## config.mk

```make
export PLATFORM = sky130hd
export DESIGN_NAME = crc8_par_unit
export DESIGN_NICKNAME = d
export VERILOG_FILES = /design/src/rtl/crc8_pkg.sv /design/src/rtl/crc8_flat_core.sv /design/src/rtl/crc8_chain_core.sv /design/src/rtl/crc8_match.sv /design/src/rtl/crc8_par_unit.sv
export SDC_FILE = /design/constraint.sdc
export NUM_CORES = 1
export LEC_CHECK = 0
export ABC_AREA = 1
export ABC_CLOCK_PERIOD_IN_PS = 3540
export BUFFER_PORTS_ARGS = -buffer_cell sky130_fd_sc_hd__buf_2
export CAP_MARGIN = 10
export CELL_PAD_IN_SITES_DETAIL_PLACEMENT = 1
export CELL_PAD_IN_SITES_GLOBAL_PLACEMENT = 2
export CORE_MARGIN = 2
export CORE_UTILIZATION = 23
export DETAILED_ROUTE_END_ITERATION = 7
export PLACE_DENSITY = 0.84
export SYNTH_ARGS = -nofsm -noshare
export SYNTH_HDL_FRONTEND = slang
export SYNTH_SLANG_ARGS = --single-unit
```

## constraint.sdc

```tcl
create_clock -name vclk -period 3.54
set_input_delay 0.708 -clock vclk [all_inputs]
set_output_delay 0.708 -clock vclk [all_outputs]
set_load 0.01 [all_outputs]
```

## src/rtl/crc8_pkg.sv

```systemverilog
package crc8_pkg;

  // Mask of data bits feeding check bit outBit: bit j set when x^(j+crcW) mod poly has outBit set
  function automatic logic [63:0] eqnMask(int crcW, logic [63:0] poly, int dataW, int outBit);
    logic [63:0] rem;
    logic [63:0] keep;
    logic [63:0] sel;
    logic        topBit;
    keep = (64'd1 << crcW) - 64'd1;
    rem  = 64'd1;
    sel  = '0;
    for (int s = 0; s < crcW; s++) begin
      topBit = rem[crcW-1];
      rem    = (rem << 1) & keep;
      if (topBit) rem = rem ^ (poly & keep);
    end
    for (int j = 0; j < dataW; j++) begin
      sel[j] = rem[outBit];
      topBit = rem[crcW-1];
      rem    = (rem << 1) & keep;
      if (topBit) rem = rem ^ (poly & keep);
    end
    return sel;
  endfunction

endpackage

```

## src/rtl/crc8_flat_core.sv

```systemverilog
module crc8_flat_core #(
  parameter int              DATA_W = 16,
  parameter int              CRC_W  = 8,
  parameter logic [CRC_W-1:0] POLY  = 8'h07
) (
  input  logic [DATA_W-1:0] dataIn,
  output logic [CRC_W-1:0]  checkOut
);
  localparam int PAIRS   = DATA_W / 2;
  localparam int ODD     = DATA_W % 2;
  localparam int N_TERMS = PAIRS + ODD;

  // Shared partial XORs: one per adjacent pair of data bits
  logic [PAIRS-1:0] pairX;
  for (genvar p = 0; p < PAIRS; p++) begin : gPairX
    assign pairX[p] = dataIn[2*p] ^ dataIn[2*p+1];
  end

  for (genvar i = 0; i < CRC_W; i++) begin : gBit
    localparam logic [63:0] M = crc8_pkg::eqnMask(CRC_W, 64'(POLY), DATA_W, i);
    logic [N_TERMS-1:0] terms;
    for (genvar p = 0; p < PAIRS; p++) begin : gTerm
      if (M[2*p] && M[2*p+1]) begin : gBoth
        assign terms[p] = pairX[p];
      end else if (M[2*p]) begin : gLow
        assign terms[p] = dataIn[2*p];
      end else if (M[2*p+1]) begin : gHigh
        assign terms[p] = dataIn[2*p+1];
      end else begin : gNone
        assign terms[p] = 1'b0;
      end
    end
    if (ODD == 1) begin : gOdd
      assign terms[N_TERMS-1] = M[DATA_W-1] ? dataIn[DATA_W-1] : 1'b0;
    end
    assign checkOut[i] = ^terms;
  end
endmodule

```

## src/rtl/crc8_chain_core.sv

```systemverilog
module crc8_chain_core #(
  parameter int              DATA_W = 16,
  parameter int              CRC_W  = 8,
  parameter logic [CRC_W-1:0] POLY  = 8'h07
) (
  input  logic [DATA_W-1:0] dataIn,
  output logic [CRC_W-1:0]  checkOut
);
  logic [CRC_W-1:0] stage [DATA_W+1];
  assign stage[0] = '0;

  // One division step per data bit, most significant bit first
  for (genvar k = 0; k < DATA_W; k++) begin : gStage
    logic feedBack;
    assign feedBack   = stage[k][CRC_W-1] ^ dataIn[DATA_W-1-k];
    assign stage[k+1] = {stage[k][CRC_W-2:0], 1'b0} ^ (feedBack ? POLY : '0);
  end

  assign checkOut = stage[DATA_W];
endmodule

```

## src/rtl/crc8_match.sv

```systemverilog
module crc8_match #(
  parameter int CRC_W = 8
) (
  input  logic [CRC_W-1:0] calcCheck,
  input  logic [CRC_W-1:0] rxCheck,
  output logic             checkOk
);
  logic [CRC_W-1:0] diffBits;
  assign diffBits = calcCheck ^ rxCheck;
  assign checkOk  = ~(|diffBits);
endmodule

```

## src/rtl/crc8_par_unit.sv

```systemverilog
module crc8_par_unit #(
  parameter int              DATA_W     = 16,
  parameter int              CRC_W      = 8,
  parameter logic [CRC_W-1:0] POLY      = 8'h07,
  parameter bit              CHAIN_MODE = 1'b0
) (
  input  logic [DATA_W-1:0] dataIn,
  input  logic [CRC_W-1:0]  rxCheck,
  output logic [CRC_W-1:0]  checkOut,
  output logic              checkOk
);
  logic [CRC_W-1:0] calcCheck;

  if (CHAIN_MODE) begin : gChain
    crc8_chain_core #(.DATA_W(DATA_W), .CRC_W(CRC_W), .POLY(POLY)) uCore (
      .dataIn(dataIn), .checkOut(calcCheck));
  end else begin : gFlat
    crc8_flat_core #(.DATA_W(DATA_W), .CRC_W(CRC_W), .POLY(POLY)) uCore (
      .dataIn(dataIn), .checkOut(calcCheck));
  end

  crc8_match #(.CRC_W(CRC_W)) uMatch (
    .calcCheck(calcCheck), .rxCheck(rxCheck), .checkOk(checkOk));

  assign checkOut = calcCheck;
endmodule

```

==> results.md <==
* Cell Area, Synth at approximately 840 µm²
* Register area at 0 µm²
* I/O pins at 33
* Num rows at 21
* Vias after detailed routing at 1202
* Worst Max-Slew Pin Slew at about 0.27 ns
* Max VDD drop at ~0.054 mV
* Filler cells at ~540
* Final worst path period share at between 70% and 80%
* Setup WS pre-CTS at approximately 0.85 ns
* Syn_nets at 223
* Hold Path Class: in -> out
* Internal power at around 0.067 mW
* Initial antenna violation count at 0
* Seq/Total Area, Yosys at 0%
* Die height at roughly 65 µm
* Clock buf count at 0
* First DRT Iteration DRCs at 20
* Max-slew headroom at between 80% and 90%
* Util after Layout at between 30% and 40%
* Synth warn at 0
* Sw Share at a little over three fifths
* Final WS setup at between 0.8 and 0.9 ns
* Gr ovfl total at 0
* PwrDens at about 170 mW/mm²
* Post-DP HPWL at ~2.5 mm
* GRT Resource Usage Total at 13.3%
* Seq pwr share at 0%
* DRC Markers at 0
* Clock share of power at 0%
* CP Data Arrival Time at between 1.5 and 2 ns
* # setup viols final at 0
* Vias per cell at between 4 and 5
* Unrepaired setup endpoints after global routing: false
* Post-Route WL at 2.63 mm
* Final hold vios at 0
* Seq cells at 0
* Layout cells sized above 1 at between 15 and 20%
* Setup bufs post-CTS at 0
* Comb pwr share at between 90% and 100%
* Global-route wire length before repair at 4.60 mm
* Status: finished, final reports clean
* Leak pwr at approximately 0.76 nW
* Syn Inst Count at approximately 200
* CTS Hold Bufs at 0
* Max cap viols at 0
* First-pass iteration count of the detailed router at 4
* Crit Path Max Fanout at 6
* Routed Antenna Nets at 0
* Syn Area/Cell at between 4 and 5 µm²
* Setup TNS at 0 ns
* Number of global-route vias before repair at roughly 1100
* Port Buf Inserts at 33
* Largest net degree at the start of global routing at 8
* Die Width at approximately 65 µm
* # diodes at 0
* Nets at between 200 and 300
* Post-CTS Resized at 0
* Gpl congestion at 0.707
* Pins Over Slew Limit at 0
* Synth-to-Final Area Change at 26.4%
* CP Launch Type: input port
* Multi-input combinational cell area at 711 µm²
* Initial Utilization at approximately 25%
* Area of the core at 0.00342 mm²
* Period minus WS final at 2.67 ns
* Wirelength per Cell at roughly 9.4 µm
* Crit. End Element: output port
* F_max at 374 MHz
* Tot Pwr at around 0.18 mW
* Synth unique cells at 9
* Die area at about 0.0042 mm²
* Sw Pwr at 0.114 mW
* Critical path class: in -> out
* WP data required at roughly 2.8 ns
layer usage:
layer	track usage, %	vias to the layer above	part of all wire, %	routed length [µm]
li1	-	661	-	-
met1	19.2	522	51	1340
met2	23.6	19	46	1200
met3	0.174	0	3.0	78
met4	0	0	0	0
met5	0	-	0	0
per-stage QoR:
stage	hold WS, ns	area, µm²	instances
final	1.84	1060	278
after floorplan	1.61	842	199
after global routing	1.91	1060	278
after global placement	1.86	1060	278
after detailed placement	1.86	1060	278
after CTS	1.85	1060	278
worst paths after layout:
kind / startpoint / to / slack [ns] / depth (start not counted)
max: dataIn[6] / checkOk / 0.87 / 11
min: rxCheck[2] / checkOk / 1.84 / 7
critical path, cell delays in order:
cell and delay [ns]:
buf_2 0.14, xnor2_1 0.27, inv_1 0.10, nand3_1 0.12, nand2_1 0.08, nand2_1 0.06
nand2_1 0.05, nor2_1 0.11, nand3_1 0.10, nor2_1 0.10, buf_2 0.13
power groups by stage:
stage | sequential, mW | clock (mW) | combinational, mW
final | 0 | 0 | 0.182
after global routing | 0 | 0 | 0.212
after CTS | 0 | 0 | 0.186
after detailed placement | 0 | 0 | 0.185
after global placement | 0 | 0 | 0.185
after floorplan | 0 | 0 | 0.121
cells by family after synthesis:
logic type	after synthesis	share of synthesized area, %
buffers and inverters	35	15.6
xor gates and xnor gates	7	7.28
and+or+nand+nor	157	77.1
area by class of cell:
cell class | count | area share, %
Multi-Input combinational cell | 164 | 66.7
Timing Repair Buffer | 33 | 15.5
Tap cell | 46 | 5.41
Inverter | 35 | 12.3
synth_stat cells, drive strengths merged:
master	number	area [µm²]
xor2	4	35.0
nand2	121	474
nand3b	1	7.51
inv	35	131
nand3	29	145
xnor2	3	26.3
nor2	6	22.5
cell usage in the layout (no fill, tap or decap):
cell type and instances:
nor2_1 6, nand3_1 29, xnor2_1 3, inv_2 5, xor2_1 4, nand3b_1 1
inv_1 30, nand2_1 113, buf_2 33, nand2_2 8
(Power assumes the default switching activity.)
